[src/rtl/trap_pkg.sv]
package trap_pkg;
  localparam int CORE_N = 5;
  localparam int EXT_N  = 3;

  // LSB first: instruction, external, fetch, data, floating-point
  typedef struct packed {
    logic fp;
    logic data;
    logic fetch;
    logic ext;
    logic instr;
  } core_cause_t;

  // LSB first: interrupt, parity latch, bus latch
  typedef struct packed {
    logic bus;
    logic par;
    logic irq;
  } ext_cause_t;
endpackage

[src/rtl/trap_detect.sv]
module trap_detect
  import trap_pkg::*;
(
  input  logic        busy,
  input  logic        flt_instr,
  input  logic        flt_fetch,
  input  logic        flt_data,
  input  logic        flt_fp,
  input  logic        irq,
  input  logic        irq_en,
  input  logic        par_err,
  input  logic        par_en,
  input  logic        bus_err,
  input  logic        supervisor,
  input  logic        par_lat,
  input  logic        bus_lat,
  output logic        take,
  output core_cause_t core_set,
  output ext_cause_t  ext_hit,
  output logic        bs_set
);
  logic irq_ok, par_ok, bus_ok;

  always_comb begin
    irq_ok = irq & irq_en;
    par_ok = par_err & par_en & ~par_lat;
    bus_ok = bus_err & ~bus_lat;

    core_set.instr = flt_instr;
    core_set.ext   = irq_ok | par_ok | bus_ok;
    core_set.fetch = flt_fetch;
    core_set.data  = flt_data;
    core_set.fp    = flt_fp;

    ext_hit.irq = irq_ok;
    ext_hit.par = par_ok;
    ext_hit.bus = bus_ok;

    bs_set = supervisor & (par_ok | bus_ok);
    take   = ~busy & (|core_set);
  end
endmodule

[src/rtl/trap_status.sv]
module trap_status
  import trap_pkg::*;
#(
  parameter int ADDR_W      = 32,
  parameter int INSTR_BYTES = 4
) (
  input  logic              clk,
  input  logic              rst_n,
  input  logic              take,
  input  core_cause_t       core_set,
  input  ext_cause_t        ext_hit,
  input  logic              bs_set,
  input  logic              dual_mode,
  input  logic              mode_change,
  input  logic [ADDR_W-1:0] cur_pc,
  input  logic              clr_wr,
  input  logic [1:0]        clr_sel,
  output core_cause_t       core_q,
  output ext_cause_t        ext_q,
  output logic [ADDR_W-1:0] fir_q,
  output logic              dim_q,
  output logic              ds_q,
  output logic              bs_q
);
  localparam int WORD_LSB = $clog2(INSTR_BYTES);
  localparam int PAIR_LSB = WORD_LSB + 1;

  core_cause_t       core_n;
  ext_cause_t        ext_n;
  logic [ADDR_W-1:0] fir_n, pc_word, pc_pair;
  logic              dim_n, ds_n, bs_n;
  logic              clr_par, clr_bus;

  always_comb begin
    pc_word = {cur_pc[ADDR_W-1:WORD_LSB], {WORD_LSB{1'b0}}};
    pc_pair = {cur_pc[ADDR_W-1:PAIR_LSB], {PAIR_LSB{1'b0}}};
    clr_par = clr_wr & clr_sel[0];
    clr_bus = clr_wr & clr_sel[1];

    core_n    = take ? core_set : core_q;
    ext_n.irq = take ? ext_hit.irq : ext_q.irq;
    ext_n.par = (ext_q.par & ~clr_par) | (take & ext_hit.par);
    ext_n.bus = (ext_q.bus & ~clr_bus) | (take & ext_hit.bus);
    fir_n     = take ? (dual_mode ? pc_pair : pc_word) : fir_q;
    dim_n     = take ? dual_mode   : dim_q;
    ds_n      = take ? mode_change : ds_q;
    bs_n      = take ? bs_set      : bs_q;
  end

  always_ff @(posedge clk or negedge rst_n) begin
    if (!rst_n) begin
      core_q <= '0;
      ext_q  <= '0;
      fir_q  <= '0;
      dim_q  <= 1'b0;
      ds_q   <= 1'b0;
      bs_q   <= 1'b0;
    end else begin
      core_q <= core_n;
      ext_q  <= ext_n;
      fir_q  <= fir_n;
      dim_q  <= dim_n;
      ds_q   <= ds_n;
      bs_q   <= bs_n;
    end
  end
endmodule

[src/rtl/trap_redirect.sv]
module trap_redirect (
  input  logic clk,
  input  logic rst_n,
  input  logic take,
  input  logic ack,
  output logic busy,
  output logic req_q,
  output logic flush_q
);
  logic boot_q;
  logic boot_n, req_n, flush_n;

  always_comb begin
    boot_n  = 1'b0;
    flush_n = boot_q | take;
    req_n   = boot_q | take | (req_q & ~ack);
    busy    = boot_q | req_q;
  end

  always_ff @(posedge clk or negedge rst_n) begin
    if (!rst_n) begin
      boot_q  <= 1'b1;
      req_q   <= 1'b0;
      flush_q <= 1'b0;
    end else begin
      boot_q  <= boot_n;
      req_q   <= req_n;
      flush_q <= flush_n;
    end
  end
endmodule

[src/rtl/trap_entry_ctrl.sv]
module trap_entry_ctrl
  import trap_pkg::*;
#(
  parameter int              ADDR_W      = 32,
  parameter int              INSTR_BYTES = 4,
  parameter logic [ADDR_W-1:0] VECTOR    = 32'hFFFF_FF00
) (
  input  logic              clk,
  input  logic              rst_n,
  input  logic              flt_instr,
  input  logic              flt_fetch,
  input  logic              flt_data,
  input  logic              flt_fp,
  input  logic              irq,
  input  logic              irq_en,
  input  logic              par_err,
  input  logic              par_en,
  input  logic              bus_err,
  input  logic              dual_mode,
  input  logic              mode_change,
  input  logic              supervisor,
  input  logic [ADDR_W-1:0] cur_pc,
  input  logic              clr_wr,
  input  logic [1:0]        clr_sel,
  input  logic              redirect_ack,
  output logic              redirect_req,
  output logic [ADDR_W-1:0] redirect_pc,
  output logic              flush,
  output logic [ADDR_W-1:0] fir,
  output logic              dim,
  output logic              ds,
  output logic [CORE_N-1:0] core_cause,
  output logic [EXT_N-1:0]  ext_cause,
  output logic              bus_in_super
);
  logic        busy, take, bs_set;
  core_cause_t core_set, core_q;
  ext_cause_t  ext_hit, ext_q;

  trap_detect u_detect (
    .busy(busy), .flt_instr(flt_instr), .flt_fetch(flt_fetch),
    .flt_data(flt_data), .flt_fp(flt_fp), .irq(irq), .irq_en(irq_en),
    .par_err(par_err), .par_en(par_en), .bus_err(bus_err),
    .supervisor(supervisor), .par_lat(ext_q.par), .bus_lat(ext_q.bus),
    .take(take), .core_set(core_set), .ext_hit(ext_hit), .bs_set(bs_set)
  );

  trap_status #(.ADDR_W(ADDR_W), .INSTR_BYTES(INSTR_BYTES)) u_status (
    .clk(clk), .rst_n(rst_n), .take(take), .core_set(core_set),
    .ext_hit(ext_hit), .bs_set(bs_set), .dual_mode(dual_mode),
    .mode_change(mode_change), .cur_pc(cur_pc), .clr_wr(clr_wr),
    .clr_sel(clr_sel), .core_q(core_q), .ext_q(ext_q), .fir_q(fir),
    .dim_q(dim), .ds_q(ds), .bs_q(bus_in_super)
  );

  trap_redirect u_redirect (
    .clk(clk), .rst_n(rst_n), .take(take), .ack(redirect_ack),
    .busy(busy), .req_q(redirect_req), .flush_q(flush)
  );

  assign redirect_pc = VECTOR;
  assign core_cause  = core_q;
  assign ext_cause   = ext_q;
endmodule

[config.mk]
export PLATFORM = sky130hd
export DESIGN_NAME = trap_entry_ctrl
export DESIGN_NICKNAME = d
export VERILOG_FILES = /design/src/rtl/trap_pkg.sv /design/src/rtl/trap_detect.sv /design/src/rtl/trap_status.sv /design/src/rtl/trap_redirect.sv /design/src/rtl/trap_entry_ctrl.sv
export SDC_FILE = /design/constraint.sdc
export NUM_CORES = 1
export LEC_CHECK = 0
export ABC_AREA = 1
export BUFFER_PORTS_ARGS = -buffer_cell sky130_fd_sc_hd__buf_4
export CAP_MARGIN = 20
export CELL_PAD_IN_SITES_DETAIL_PLACEMENT = 0
export CELL_PAD_IN_SITES_GLOBAL_PLACEMENT = 1
export CORE_ASPECT_RATIO = 1.2
export CORE_MARGIN = 2
export CORE_UTILIZATION = 30
export CTS_CLUSTER_SIZE = 30
export DETAILED_ROUTE_END_ITERATION = 10
export GPL_TIMING_DRIVEN = 0
export PLACE_DENSITY = 0.9
export SLEW_MARGIN = 10
export SYNTH_ARGS = -nofsm -noshare
export SYNTH_HDL_FRONTEND = slang
export SYNTH_SLANG_ARGS = --single-unit
[constraint.sdc]
create_clock -name clk -period 1.5 [get_ports clk]
set_clock_uncertainty 0.1 [all_clocks]
set_input_delay 0.15 -clock clk [delete_from_list [all_inputs] [get_ports clk]]
set_output_delay 0.15 -clock clk [all_outputs]
set_load 0.1 [all_outputs]
==> flow_summary.html, run 1 <==
<table>
<tr><th>Metric</th><th>Value</th></tr>
<tr><th colspan="2">Status</th></tr>
<tr><td>Result of the run</td><td>complete, no violations</td></tr>
<tr><th colspan="2">Setup path</th></tr>
<tr><td>Crit-path cells</td><td>dlygate4sd3_1, buf_4, nor2_4, nand2_2, nand2_4, nand2_4, buf_12, clkbuf_16, nand2_1, nand2_1</td></tr>
<tr><td>Worst-path fanout max</td><td>6</td></tr>
<tr><td>Critical path start-end classification</td><td>in -&gt; reg</td></tr>
<tr><td>Cell at the slowest stage of the critical path</td><td>dlygate4sd3_1</td></tr>
<tr><td>Endpoint required time on the critical path</td><td>1.58 ns</td></tr>
<tr><td>Critical Path Source Type</td><td>input port</td></tr>
<tr><td>Worst EP arrival</td><td>1.56 ns</td></tr>
<tr><td>Worst reg2reg path startpoint</td><td>u_redirect.req_q</td></tr>
<tr><td>Delay contributed by the slowest stage of the critical path</td><td>0.53 ns</td></tr>
<tr><td>Endpoint type of the worst setup path</td><td>flip-flop</td></tr>
<tr><td>Internal reg-to-reg setup slack</td><td>0.08 ns</td></tr>
<tr><td>Critical Path Start</td><td>flt_data</td></tr>
<tr><th colspan="2">Power and ir drop</th></tr>
<tr><td>Peak ir drop on the vdd network</td><td>1160 µV</td></tr>
<tr><td>Static Leakage</td><td>2.01 nW</td></tr>
<tr><td>Cell area power density</td><td>1760 nW/µm²</td></tr>
<tr><td>Overall power after layout</td><td>6.38 mW</td></tr>
<tr><th colspan="2">GRT</th></tr>
<tr><td>Gr ovfl total</td><td>0</td></tr>
<tr><td>Pin count of the biggest net entering global routing</td><td>45</td></tr>
<tr><td>Global Route Usage Sum</td><td>16.0%</td></tr>
<tr><td>Wire length of the first global-routing pass</td><td>9430 µm</td></tr>
<tr><td>Number of antenna violations at the first check in global routing</td><td>0</td></tr>
<tr><td>Vias in the first global route</td><td>2,106</td></tr>
<tr><th colspan="2">CTS</th></tr>
<tr><td>CTS tree</td><td>done</td></tr>
<tr><td>Clock insertion delay at the later pin of the skew report</td><td>0.29 ns</td></tr>
<tr><td>Sink count of the clock tree</td><td>44</td></tr>
<tr><td>Clock tree root driver cell</td><td>clkbuf_8</td></tr>
<tr><td>Maximum count of clock buffers along a single path</td><td>2</td></tr>
<tr><td>Clock transition time at the flip-flop clock pins of the worst setup and hold paths</td><td>0.08 ns</td></tr>
<tr><td>Total CTS buffers</td><td>5</td></tr>
<tr><td>Deepest level of the CTS H-tree</td><td>2</td></tr>
<tr><th colspan="2">Floorplan</th></tr>
<tr><td>Core region area</td><td>6810 µm²</td></tr>
<tr><td>Number of cell rows</td><td>33</td></tr>
<tr><td>DIE AREA</td><td>7660 µm²</td></tr>
<tr><td>Vertical extent of the die</td><td>95.5 µm</td></tr>
<tr><td>Die W</td><td>80.2 µm</td></tr>
<tr><td>Initial Util</td><td>30.7%</td></tr>
<tr><td>I/O pin total</td><td>127</td></tr>
<tr><th colspan="2">Synth</th></tr>
<tr><td>Most used standard cell by instance count after synthesis</td><td>nand2_1</td></tr>
<tr><td>Post-synthesis sequential area ratio</td><td>52.7%</td></tr>
<tr><td>Post-synthesis cell type with the largest combined area</td><td>dfrtp_1</td></tr>
<tr><td>Ranking of synthesized cells by area</td><td>dfrtp_1, nand2_1, buf_4</td></tr>
<tr><td>Async set or reset register ratio after synthesis</td><td>100%</td></tr>
<tr><td>Share of Yosys cell area claimed by the top area cell type</td><td>51.5%</td></tr>
<tr><td>Number of register bits inferred by synthesis</td><td>44</td></tr>
<tr><td>Number of synthesized flops with an enable pin</td><td>0</td></tr>
<tr><td>Number of instances in the synthesized netlist</td><td>242</td></tr>
<tr><td>Post-synthesis cell type count</td><td>17</td></tr>
<tr><td>Top FF cell, synth</td><td>dfrtp_1</td></tr>
<tr><td>Post-synthesis cell area</td><td>2090 µm²</td></tr>
<tr><td>Synthesized area divided by synthesized cell count</td><td>8.64 µm²</td></tr>
<tr><td>Number of warning messages in the yosys log</td><td>0</td></tr>
<tr><td>Synth cell count leaders</td><td>nand2_1, dfrtp_1, nand3_1</td></tr>
<tr><th colspan="2">Cells and area</th></tr>
<tr><td>Area growth from synthesis to final layout</td><td>73.4%</td></tr>
<tr><td>Final-stage net count</td><td>466</td></tr>
<tr><td>Number of filler cells placed in the layout</td><td>659</td></tr>
<tr><td>Register Area</td><td>1110 µm²</td></tr>
<tr><td>Share of post-route cells with drive strength above 1</td><td>39.3%</td></tr>
<tr><td>Diodes inserted</td><td>0</td></tr>
<tr><td>Total area of multi-input combinational cells</td><td>774 µm²</td></tr>
<tr><th colspan="2">STA</th></tr>
<tr><td>Max-slew headroom at the worst pin</td><td>61.8%</td></tr>
<tr><td>Final setup violating endpoints</td><td>0</td></tr>
<tr><td>Share of the clock period used by the worst path after layout</td><td>98.3%</td></tr>
<tr><td>Endpoints failing hold</td><td>0</td></tr>
<tr><td>FMAX</td><td>678 MHz</td></tr>
<tr><td>Min Tclk post-route</td><td>1.48 ns</td></tr>
<tr><td>Setup TNS after final layout</td><td>0 ns</td></tr>
<tr><td>Slew of the pin with the lowest slew margin</td><td>0.573 ns</td></tr>
<tr><td>Number of pins exceeding their max-slew limit in the final report</td><td>0</td></tr>
<tr><th colspan="2">Run</th></tr>
<tr><td>Max-cap violation count</td><td>0</td></tr>
<tr><th colspan="2">Hold path</th></tr>
<tr><td>Worst hold path class</td><td>in -&gt; reg</td></tr>
<tr><td>Worst Min Path Start</td><td>clr_wr</td></tr>
<tr><th colspan="2">Placed design</th></tr>
<tr><td>Port Buffer Count</td><td>90</td></tr>
<tr><td>Dpl hpwl</td><td>3820 µm</td></tr>
<tr><td>Routability Congestion</td><td>0.718</td></tr>
<tr><th colspan="2">Routing</th></tr>
<tr><td>Via count normalized by instance count</td><td>4.20</td></tr>
<tr><td>Drt first pass iters</td><td>4</td></tr>
<tr><td>Count of nets left with antenna violations after detail routing</td><td>0</td></tr>
<tr><td>Average detailed-routed wire length per instance</td><td>12.0 µm</td></tr>
<tr><td>Number of DRC markers after the initial detailed-route iteration</td><td>88</td></tr>
<tr><td>Drc violations</td><td>0</td></tr>
<tr><td>Via count</td><td>2,115</td></tr>
<tr><td>Total Routed Length</td><td>6030 µm</td></tr>
</table>
## metrics by stage
stage               hold WS, ns  area, µm²  worst slack, ns  util [%]  std cells
finish                   0.0155       3630           0.0248      53.2        504
global route             0.0284       3630          -0.0161      53.2        504
CTS                     0.00490       3510          0.00921      51.5        499
detailed placement       0.0907       3000          -0.0116      44.1        452
global placement         0.0776       3000          0.00682      44.1        452
floorplan                -0.246       2220           0.0298         -        275
## what timing repair did
action	4_1_cts	5_1_grt
gates resized for setup	3	13
pin swaps	1	4
hold endpoints to repair	81	0
cloned	0	1
endpoints found under the setup margin	17	23
hold buffers	38	0
buffers inserted	1	4
## kinds of logic (layout without fill, tap and decap cells)
logic type / Yosys count / count (layout) / share of synthesized area, %
flops: 44 / 44 / 52.7
other cells: 2 / 35 / 0.359
buf+inv: 56 / 198 / 18.1
simple gates: 139 / 139 / 28.5
compound gates: 1 / 1 / 0.359
## where the power goes
group | switching [mW] | internal [mW]
clock | 0.397 | 0.495
sequential | 0.179 | 1.48
combinational | 3.01 | 0.819
## cell usage in the layout, fill, tap and decap left out, types with 3 or more instances in the layout
cell           Yosys  routed
buf_4             36     130
clkbuf_8           0       5
buf_2              8       7
inv_1              7       7
nand2_4            0       3
dfrtp_1           43      42
dlygate4sd3_1      0      38
nand3_1           40      39
conb_1             2      35
nor2_4             1       3
nand2_1           90      88
## metal layers
metal  up-vias  routed length (µm)  GRT usage, %
met3         8                 438          3.22
met2        92                3380          30.3
met1       988                2130          17.1
met5         -                   0             0
met4         0                  77          6.07
li1       1027                   -             -
## state kept, by name, summed over array words and instances, names as in the netlist
signal / cells
u_redirect.boot_q: 1
u_redirect.flush_q: 1
u_redirect.req_q: 1
u_status.bs_q: 1
u_status.core_q: 5
u_status.dim_q: 1
u_status.ds_q: 1
u_status.ext_q: 3
u_status.fir_q: 30
## worst paths after layout
check | endpoint | cells after the start
setup reg to reg | u_status.core_q[4] | 7
setup / recovery | u_status.core_q[4] | 10
max in group asynchronous | u_redirect.req_q | 2
min in group asynchronous | u_status.fir_q[6] | 2
hold / removal | u_status.ext_q[2] | 4
hold reg to reg | u_status.core_q[1] | 2
## worst max-delay path, delay by kind of cell
kind                   cells  cell delay [ns]
AND/OR/NAND/NOR            6             0.43
buffers and inverters      4             0.96
## cell type report
type	count	share of cell area, %
buffer	48	10.1
timing repair buffer	134	31.2
multi-input combinational	175	21.4
inverter	8	0.828
tap	87	3.00
clock inverter	2	0.966
clock buffer	6	2.00
sequential	44	30.5
Power figures use the tool's default switching activity.
==> inputs of run 2 (changes only) <==
--- a/config.mk
+++ b/config.mk
@@ -12,12 +12,13 @@
 export CELL_PAD_IN_SITES_GLOBAL_PLACEMENT = 1
 export CORE_ASPECT_RATIO = 1.2
 export CORE_MARGIN = 2
-export CORE_UTILIZATION = 30
+export CORE_UTILIZATION = 29
 export CTS_CLUSTER_SIZE = 30
 export DETAILED_ROUTE_END_ITERATION = 10
 export GPL_TIMING_DRIVEN = 0
-export PLACE_DENSITY = 0.9
+export PLACE_DENSITY = 0.89
 export SLEW_MARGIN = 10
 export SYNTH_ARGS = -nofsm -noshare
 export SYNTH_HDL_FRONTEND = slang
+export SYNTH_HIERARCHICAL = 1
 export SYNTH_SLANG_ARGS = --single-unit
==> flow_summary.html, run 2 <==
<table>
<tr><th>Metric</th><th>Value</th></tr>
<tr><th colspan="2">GRT</th></tr>
<tr><td>Pin count of the biggest net entering global routing</td><td>45</td></tr>
<tr><td>Gr ovfl total</td><td>0</td></tr>
<tr><td>Global Route Usage Sum</td><td>14.3%</td></tr>
<tr><td>Most congested layer reported by global routing</td><td>met2</td></tr>
<tr><td>Met1 Use GR</td><td>15.5%</td></tr>
<tr><td>Met2 Resource Use GR</td><td>26.6%</td></tr>
<tr><td>Wire length of the first global-routing pass</td><td>8470 µm</td></tr>
<tr><td>Vias in the first global route</td><td>1,924</td></tr>
<tr><td>Global Route met3 Usage</td><td>3.10%</td></tr>
<tr><td>Number of antenna violations at the first check in global routing</td><td>0</td></tr>
<tr><th colspan="2">Power and ir drop</th></tr>
<tr><td>Static Leakage</td><td>2.03 nW</td></tr>
<tr><td>Internal power</td><td>2.41 mW</td></tr>
<tr><td>Overall power after layout</td><td>5.32 mW</td></tr>
<tr><td>Gate power share</td><td>57.5%</td></tr>
<tr><td>Switching portion of total power</td><td>54.7%</td></tr>
<tr><td>Part of the total power dissipated in sequential elements</td><td>29.2%</td></tr>
<tr><td>Cell area power density</td><td>1470 nW/µm²</td></tr>
<tr><td>Net switching power of the design</td><td>2.91 mW</td></tr>
<tr><td>Peak ir drop on the vdd network</td><td>664 µV</td></tr>
<tr><td>Proportion of power drawn by the clock network</td><td>13.3%</td></tr>
<tr><th colspan="2">Synth</th></tr>
<tr><td>Synthesized area divided by synthesized cell count</td><td>8.38 µm²</td></tr>
<tr><td>Post-synthesis cell type with the largest combined area</td><td>dfrtp_1</td></tr>
<tr><td>Post-synthesis sequential area ratio</td><td>53.5%</td></tr>
<tr><td>Post-synthesis cell type count</td><td>15</td></tr>
<tr><td>Number of instances in the synthesized netlist</td><td>246</td></tr>
<tr><td>Most used standard cell by instance count after synthesis</td><td>nand2_1</td></tr>
<tr><td>Post-synthesis cell area</td><td>2060 µm²</td></tr>
<tr><td>Synth cell count leaders</td><td>nand2_1, dfrtp_1, buf_4</td></tr>
<tr><td>Number of warning messages in the yosys log</td><td>6</td></tr>
<tr><td>Top FF cell, synth</td><td>dfrtp_1</td></tr>
<tr><td>Ranking of synthesized cells by area</td><td>dfrtp_1, nand2_1, buf_4</td></tr>
<tr><td>Number of synthesized flops with an enable pin</td><td>0</td></tr>
<tr><td>Async set or reset register ratio after synthesis</td><td>100%</td></tr>
<tr><td>Number of register bits inferred by synthesis</td><td>44</td></tr>
<tr><td>Share of Yosys cell area claimed by the top area cell type</td><td>52.2%</td></tr>
<tr><th colspan="2">Floorplan</th></tr>
<tr><td>Initial Util</td><td>30.1%</td></tr>
<tr><td>Number of cell rows</td><td>33</td></tr>
<tr><td>Core region area</td><td>6850 µm²</td></tr>
<tr><td>Die W</td><td>81.0 µm</td></tr>
<tr><td>Vertical extent of the die</td><td>96.3 µm</td></tr>
<tr><td>I/O pin total</td><td>127</td></tr>
<tr><td>DIE AREA</td><td>7800 µm²</td></tr>
<tr><th colspan="2">STA</th></tr>
<tr><td>Number of pins exceeding their max-slew limit in the final report</td><td>0</td></tr>
<tr><td>Slew of the pin with the lowest slew margin</td><td>0.559 ns</td></tr>
<tr><td>Max-slew headroom at the worst pin</td><td>62.7%</td></tr>
<tr><td>Endpoints failing hold</td><td>0</td></tr>
<tr><td>Final Worst Setup Slack</td><td>-0.103 ns</td></tr>
<tr><td>Setup repair after global routing missed its margin</td><td>true</td></tr>
<tr><td>Hold slack</td><td>0.0146 ns</td></tr>
<tr><td>Final setup violating endpoints</td><td>30</td></tr>
<tr><td>Share of the clock period used by the worst path after layout</td><td>107%</td></tr>
<tr><td>FMAX</td><td>624 MHz</td></tr>
<tr><td>Min Tclk post-route</td><td>1.60 ns</td></tr>
<tr><th colspan="2">Routing</th></tr>
<tr><td>Via count normalized by instance count</td><td>3.83</td></tr>
<tr><td>Via count</td><td>1,946</td></tr>
<tr><td>Drc violations</td><td>0</td></tr>
<tr><td>Count of nets left with antenna violations after detail routing</td><td>0</td></tr>
<tr><td>Total Routed Length</td><td>5580 µm</td></tr>
<tr><td>Number of DRC markers after the initial detailed-route iteration</td><td>56</td></tr>
<tr><td>Average detailed-routed wire length per instance</td><td>11.0 µm</td></tr>
<tr><td>Drt first pass iters</td><td>4</td></tr>
<tr><th colspan="2">Setup path</th></tr>
<tr><td>Crit-path cells</td><td>inv_2, nand3_2, nand3_2, nor2_2, nor2_2, buf_6, inv_4, buf_8, buf_8, nand2_2, nand2_2</td></tr>
<tr><td>Delay contributed by the slowest stage of the critical path</td><td>0.49 ns</td></tr>
<tr><td>Endpoint type of the worst setup path</td><td>flip-flop</td></tr>
<tr><td>Worst EP arrival</td><td>1.69 ns</td></tr>
<tr><td>Cell at the slowest stage of the critical path</td><td>dfrtp_4</td></tr>
<tr><td>Critical Path Source Type</td><td>flip-flop</td></tr>
<tr><td>Worst Reg-to-Reg Cells</td><td>11</td></tr>
<tr><td>Critical path start-end classification</td><td>reg -&gt; reg</td></tr>
<tr><td>Worst reg2reg path endpoint</td><td>u_status/fir_q[10]</td></tr>
<tr><td>Internal reg-to-reg setup slack</td><td>-0.10 ns</td></tr>
<tr><td>Worst-path fanout max</td><td>6</td></tr>
<tr><td>Endpoint required time on the critical path</td><td>1.59 ns</td></tr>
<tr><td>Worst reg2reg path startpoint</td><td>u_status/ext_q[1]</td></tr>
<tr><th colspan="2">Cells and area</th></tr>
<tr><td>Max FFs per register</td><td>30</td></tr>
<tr><td>Commonest cells after routing, fill and taps aside</td><td>buf_4, nand2_1, dfrtp_1</td></tr>
<tr><td>Final-stage net count</td><td>470</td></tr>
<tr><td>Diodes inserted</td><td>0</td></tr>
<tr><td>Most common cell after layout, fill and taps aside</td><td>buf_4</td></tr>
<tr><td>Number of filler cells placed in the layout</td><td>654</td></tr>
<tr><td>Final core utilization</td><td>52.7%</td></tr>
<tr><td>Regs by FF count</td><td>u_status/fir_q x30, u_status/core_q x5, u_status/ext_q x3</td></tr>
<tr><td>Share of post-route cells with drive strength above 1</td><td>43.9%</td></tr>
<tr><td>Area growth from synthesis to final layout</td><td>75.3%</td></tr>
<tr><td>Register ranked first by flip-flop count</td><td>u_status/fir_q</td></tr>
<tr><th colspan="2">CTS</th></tr>
<tr><td>Clock insertion delay at the later pin of the skew report</td><td>0.29 ns</td></tr>
<tr><td>Clock tree root driver cell</td><td>clkbuf_8</td></tr>
<tr><td>CTS tree</td><td>done</td></tr>
<tr><td>Sink count of the clock tree</td><td>44</td></tr>
<tr><td>Total CTS buffers</td><td>5</td></tr>
<tr><td>Deepest level of the CTS H-tree</td><td>2</td></tr>
<tr><td>Clock transition time at the flip-flop clock pins of the worst setup and hold paths</td><td>0.08 ns</td></tr>
<tr><td>Maximum count of clock buffers along a single path</td><td>2</td></tr>
<tr><th colspan="2">Placed design</th></tr>
<tr><td>Placement-stage worst setup slack</td><td>-0.207 ns</td></tr>
<tr><td>Routability Congestion</td><td>0.709</td></tr>
<tr><td>Dpl hpwl</td><td>3630 µm</td></tr>
<tr><td>Port Buffer Count</td><td>90</td></tr>
<tr><th colspan="2">Hold path</th></tr>
<tr><td>Worst hold path class</td><td>in -&gt; reg</td></tr>
<tr><td>Hold Path Stages</td><td>4</td></tr>
<tr><td>Worst Min Path Start</td><td>clr_sel[1]</td></tr>
<tr><td>Min-Delay Endpoint</td><td>u_status/ext_q[2]</td></tr>
<tr><th colspan="2">Status</th></tr>
<tr><td>Result of the run</td><td>complete, but fails checks</td></tr>
<tr><td>Violated checks</td><td>setup timing</td></tr>
<tr><th colspan="2">Run</th></tr>
<tr><td>Max-cap violation count</td><td>0</td></tr>
</table>
-- run 2: critical path: cells and delay by family, from the launching register on --
family	cells	cell delay [ns]
AND/OR/NAND/NOR	6	0.41
flip-flops	1	0.49
buffers and inverters	5	0.50
-- run 2: worst max-delay path by stage --
stage | end | slack (ns) | startpoint
final | u_status/fir_q[10] | -0.10 | u_status/ext_q[1]
after detailed placement | u_status/fir_q[19] | -0.21 | u_status/ext_q[1]
after global placement | u_status/fir_q[10] | -0.20 | u_status/ext_q[1]
after global routing | u_status/fir_q[10] | -0.20 | u_status/ext_q[1]
after floorplan | u_status/fir_q[10] | -0.23 | u_redirect/req_q
after CTS | u_status/core_q[3] | -0.17 | u_status/ext_q[1]
-- run 2: metrics by stage --
stage                     setup TNS (ns)  area, µm²  cells
final                              -1.44       3610    508
after global routing               -5.65       3610    508
after CTS                          -5.06       3540    507
after detailed placement           -5.73       2970    454
after global placement             -5.67       2970    454
after floorplan                    -6.47       2190    277
-- run 2: cells by family after synthesis --
logic type	count (synthesis)	share of synthesized area [%]
other	4	0.728
buffers and inverters	59	19.4
DFF	44	53.5
AOI/OAI and AO/OA	1	0.364
and+or+nand+nor	138	26.0
-- run 2: layout make-up --
class                      count  area [µm²]  area share (%)
clock inverter                 1        5.00           0.139
tap                           87         109            3.01
sequential                    44        1110            30.8
timing repair buffer         136        1160            32.0
multi-input combinational    174         728            20.2
inverter                       9        36.3            1.00
buffer                        50         389            10.8
clock buffer                   7        76.3            2.11
-- run 2: routing by layer --
layer | wire length (µm) | share of wire, %
met1 | 2120 | 38
met2 | 2980 | 53
met3 | 367 | 6.6
met4 | 108 | 1.9
met5 | 0 | 0
-- run 2: power groups by stage --
| stage | logic, mW | clock network, mW | registers, mW |
|---|---|---|---|
| final | 3.06 | 0.708 | 1.56 |
| after global routing | 3.18 | 0.787 | 1.59 |
| after CTS | 3.02 | 0.757 | 1.54 |
| after detailed placement | 2.90 | 0 | 1.56 |
| after global placement | 2.88 | 0 | 1.55 |
| after floorplan | 0.681 | 0 | 3.18 |
-- run 2: what timing repair did --
action / 4_1_cts / 5_1_grt
gates cloned: 2 / 0
endpoints found under the hold margin: 77 / 0
endpoints found under the setup margin: 41 / 41
gates resized for setup: 11 / 25
pin swaps: 1 / 5
hold buffers: 36 / 0
buffers inserted: 7 / 1
==> inputs of run 3 (changes only) <==
--- a/config.mk
+++ b/config.mk
@@ -12,11 +12,11 @@
 export CELL_PAD_IN_SITES_GLOBAL_PLACEMENT = 1
 export CORE_ASPECT_RATIO = 1.2
 export CORE_MARGIN = 2
-export CORE_UTILIZATION = 29
+export CORE_UTILIZATION = 26
 export CTS_CLUSTER_SIZE = 30
 export DETAILED_ROUTE_END_ITERATION = 10
 export GPL_TIMING_DRIVEN = 0
-export PLACE_DENSITY = 0.89
+export PLACE_DENSITY = 0.85
 export SLEW_MARGIN = 10
 export SYNTH_ARGS = -nofsm -noshare
 export SYNTH_HDL_FRONTEND = slang
==> constraint.sdc (replaced) <==
create_clock -name clk -period 1.3 [get_ports clk]
set_clock_uncertainty 0.1 [all_clocks]
set_input_delay 0.13 -clock clk [delete_from_list [all_inputs] [get_ports clk]]
set_output_delay 0.13 -clock clk [all_outputs]
set_load 0.1 [all_outputs]
==> flow_summary.html, run 3 (synthesis gave the netlist of run 2 again) <==
<table>
<tr><th>Metric</th><th>Value</th></tr>
<tr><th colspan="2">Placed design</th></tr>
<tr><td>Instance count after placement with tap cells included</td><td>459</td></tr>
<tr><td>Routability Congestion</td><td>0.753</td></tr>
<tr><td>Port Buffer Count</td><td>90</td></tr>
<tr><td>Placement-stage worst setup slack</td><td>-0.401 ns</td></tr>
<tr><td>Dpl hpwl</td><td>3690 µm</td></tr>
<tr><th colspan="2">STA</th></tr>
<tr><td>Min Tclk post-route</td><td>1.60 ns</td></tr>
<tr><td>Final setup violating endpoints</td><td>42</td></tr>
<tr><td>Slew of the pin with the lowest slew margin</td><td>0.555 ns</td></tr>
<tr><td>Final Worst Setup Slack</td><td>-0.302 ns</td></tr>
<tr><td>Endpoints failing hold</td><td>0</td></tr>
<tr><td>Number of pins exceeding their max-slew limit in the final report</td><td>0</td></tr>
<tr><td>FMAX</td><td>624 MHz</td></tr>
<tr><td>Max-slew headroom at the worst pin</td><td>63.0%</td></tr>
<tr><td>Setup repair after global routing missed its margin</td><td>true</td></tr>
<tr><td>Share of the clock period used by the worst path after layout</td><td>123%</td></tr>
<tr><th colspan="2">Setup path</th></tr>
<tr><td>Cell at the slowest stage of the critical path</td><td>dfrtp_4</td></tr>
<tr><td>Worst reg2reg path startpoint</td><td>u_status/ext_q[1]</td></tr>
<tr><td>Endpoint type of the worst setup path</td><td>flip-flop</td></tr>
<tr><td>Crit-path cells</td><td>inv_4, nand3_4, nand3_4, nor2_4, nor2_4, buf_6, inv_6, buf_8, buf_6, nand2_1, nand2_1</td></tr>
<tr><td>Delay contributed by the slowest stage of the critical path</td><td>0.50 ns</td></tr>
<tr><td>Worst reg2reg path endpoint</td><td>u_status/fir_q[19]</td></tr>
<tr><td>Worst EP arrival</td><td>1.68 ns</td></tr>
<tr><td>Worst-path fanout max</td><td>6</td></tr>
<tr><td>Internal reg-to-reg setup slack</td><td>-0.30 ns</td></tr>
<tr><td>Worst Reg-to-Reg Cells</td><td>11</td></tr>
<tr><td>Critical Path Source Type</td><td>flip-flop</td></tr>
<tr><td>Endpoint required time on the critical path</td><td>1.38 ns</td></tr>
<tr><td>Critical path start-end classification</td><td>reg -&gt; reg</td></tr>
<tr><th colspan="2">Status</th></tr>
<tr><td>Violated checks</td><td>setup timing</td></tr>
<tr><td>Result of the run</td><td>complete, but fails checks</td></tr>
<tr><th colspan="2">CTS</th></tr>
<tr><td>Clock transition time at the flip-flop clock pins of the worst setup and hold paths</td><td>0.08 ns</td></tr>
<tr><td>CTS tree</td><td>done</td></tr>
<tr><td>Total CTS buffers</td><td>5</td></tr>
<tr><td>Maximum count of clock buffers along a single path</td><td>2</td></tr>
<tr><td>Clock tree root driver cell</td><td>clkbuf_8</td></tr>
<tr><td>Deepest level of the CTS H-tree</td><td>2</td></tr>
<tr><td>Sink count of the clock tree</td><td>44</td></tr>
<tr><td>Clock insertion delay at the later pin of the skew report</td><td>0.29 ns</td></tr>
<tr><th colspan="2">GRT</th></tr>
<tr><td>Global Route Usage Sum</td><td>12.7%</td></tr>
<tr><td>Pin count of the biggest net entering global routing</td><td>45</td></tr>
<tr><td>Wire length of the first global-routing pass</td><td>8570 µm</td></tr>
<tr><td>Number of antenna violations at the first check in global routing</td><td>0</td></tr>
<tr><td>Vias in the first global route</td><td>1,860</td></tr>
<tr><td>Gr ovfl total</td><td>0</td></tr>
<tr><th colspan="2">Hold path</th></tr>
<tr><td>Worst hold path class</td><td>in -&gt; reg</td></tr>
<tr><td>Worst Min Path Start</td><td>flt_fetch</td></tr>
<tr><td>Hold Path Stages</td><td>4</td></tr>
<tr><td>Min-Delay Endpoint</td><td>u_status/core_q[2]</td></tr>
<tr><th colspan="2">Floorplan</th></tr>
<tr><td>DIE AREA</td><td>8660 µm²</td></tr>
<tr><td>Number of cell rows</td><td>35</td></tr>
<tr><td>Vertical extent of the die</td><td>102 µm</td></tr>
<tr><td>Die W</td><td>85.3 µm</td></tr>
<tr><td>I/O pin total</td><td>127</td></tr>
<tr><td>Initial Util</td><td>26.7%</td></tr>
<tr><td>Core region area</td><td>7710 µm²</td></tr>
<tr><th colspan="2">Cells and area</th></tr>
<tr><td>Commonest cells after routing, fill and taps aside</td><td>buf_4, nand2_1, dfrtp_1</td></tr>
<tr><td>Regs by FF count</td><td>u_status/fir_q x30, u_status/core_q x5, u_status/ext_q x3</td></tr>
<tr><td>Final core utilization</td><td>48.0%</td></tr>
<tr><td>Max FFs per register</td><td>30</td></tr>
<tr><td>Final-stage net count</td><td>466</td></tr>
<tr><td>Register ranked first by flip-flop count</td><td>u_status/fir_q</td></tr>
<tr><td>Share of post-route cells with drive strength above 1</td><td>45.3%</td></tr>
<tr><td>Diodes inserted</td><td>0</td></tr>
<tr><td>Number of filler cells placed in the layout</td><td>755</td></tr>
<tr><td>Number of standard cells in the final layout excluding fillers</td><td>509</td></tr>
<tr><td>Most common cell after layout, fill and taps aside</td><td>buf_4</td></tr>
<tr><td>Area growth from synthesis to final layout</td><td>79.5%</td></tr>
<tr><th colspan="2">Power and ir drop</th></tr>
<tr><td>Cell area power density</td><td>1750 nW/µm²</td></tr>
<tr><td>Overall power after layout</td><td>6.48 mW</td></tr>
<tr><td>Peak ir drop on the vdd network</td><td>749 µV</td></tr>
<tr><td>Static Leakage</td><td>2.04 nW</td></tr>
<tr><th colspan="2">Routing</th></tr>
<tr><td>Via count normalized by instance count</td><td>3.78</td></tr>
<tr><td>Drt first pass iters</td><td>4</td></tr>
<tr><td>Count of nets left with antenna violations after detail routing</td><td>0</td></tr>
<tr><td>Average detailed-routed wire length per instance</td><td>10.8 µm</td></tr>
<tr><td>Total Routed Length</td><td>5490 µm</td></tr>
<tr><td>Drc violations</td><td>0</td></tr>
<tr><td>Via count</td><td>1,925</td></tr>
<tr><td>Number of DRC markers after the initial detailed-route iteration</td><td>25</td></tr>
<tr><th colspan="2">Run</th></tr>
<tr><td>Max-cap violation count</td><td>0</td></tr>
</table>
==> run 3: how the worst max path moves through the flow <==
stage	start	end	slack, ns	cells past startpoint
final	u_status/ext_q[1]	u_status/fir_q[19]	-0.30	11
after global routing	u_status/ext_q[1]	u_status/fir_q[11]	-0.39	11
after CTS	u_status/ext_q[1]	u_status/fir_q[18]	-0.37	11
after detailed placement	u_status/ext_q[1]	u_status/fir_q[18]	-0.40	11
after global placement	u_status/ext_q[1]	u_status/fir_q[10]	-0.41	11
after floorplan	u_redirect/req_q	u_status/fir_q[10]	-0.43	8
==> run 3: routing by layer <==
metal | share of wire [%] | track usage (%) | wire, µm | vias up
met4 | 1.5 | 4.76 | 84 | 0
met3 | 6.9 | 2.93 | 381 | 4
met2 | 54 | 23.5 | 2960 | 71
li1 | - | - | - | 989
met5 | 0 | 0 | 0 | -
met1 | 38 | 14.0 | 2070 | 861
==> run 3: power breakdown <==
group,leakage (nW),switching (mW),internal [mW],total [mW]
Sequential,0.539,0.169,1.63,1.80
Clock,0.0645,0.446,0.678,1.12
Combinational,1.44,2.77,0.782,3.56
==> run 3: layout make-up <==
| cell class | instances | area [µm²] | share of cell area, % |
|---|---|---|---|
| plain buffers | 49 | 370 | 10.0 |
| clock buffers | 7 | 96.3 | 2.60 |
| clock inverters | 1 | 30.0 | 0.812 |
| inverters | 9 | 41.3 | 1.12 |
| multi-input cells | 174 | 781 | 21.1 |
| flip-flops and latches | 44 | 1110 | 30.1 |
| well taps | 92 | 115 | 3.11 |
| repair buffers | 133 | 1150 | 31.1 |
==> run 3: repair_timing <==
item,4_1_cts,5_1_grt
resized for setup,19,29
hold buffers,37,0
endpoints found under the hold margin,78,0
pin swaps,1,6
cloned,2,0
buffers inserted,2,2
endpoints found under the setup margin,41,44
==> run 3: critical path: cells and delay by family, from the launching register on <==
family,cells,cell delay [ns]
flip-flops,1,0.50
AND/OR/NAND/NOR,6,0.41
buffers and inverters,5,0.49
==> run 3: stage by stage <==
| step | hold slack [ns] | setup TNS [ns] | cell area, µm² |
|---|---|---|---|
| detailed placement | 0.0727 | -13.90 | 2980 |
| global route | 0.0219 | -14.73 | 3700 |
| CTS | 0.0171 | -13.80 | 3580 |
| finish | 0.0276 | -10.80 | 3700 |
| global placement | 0.0602 | -14.21 | 2980 |
| floorplan | -0.266 | -14.68 | 2190 |
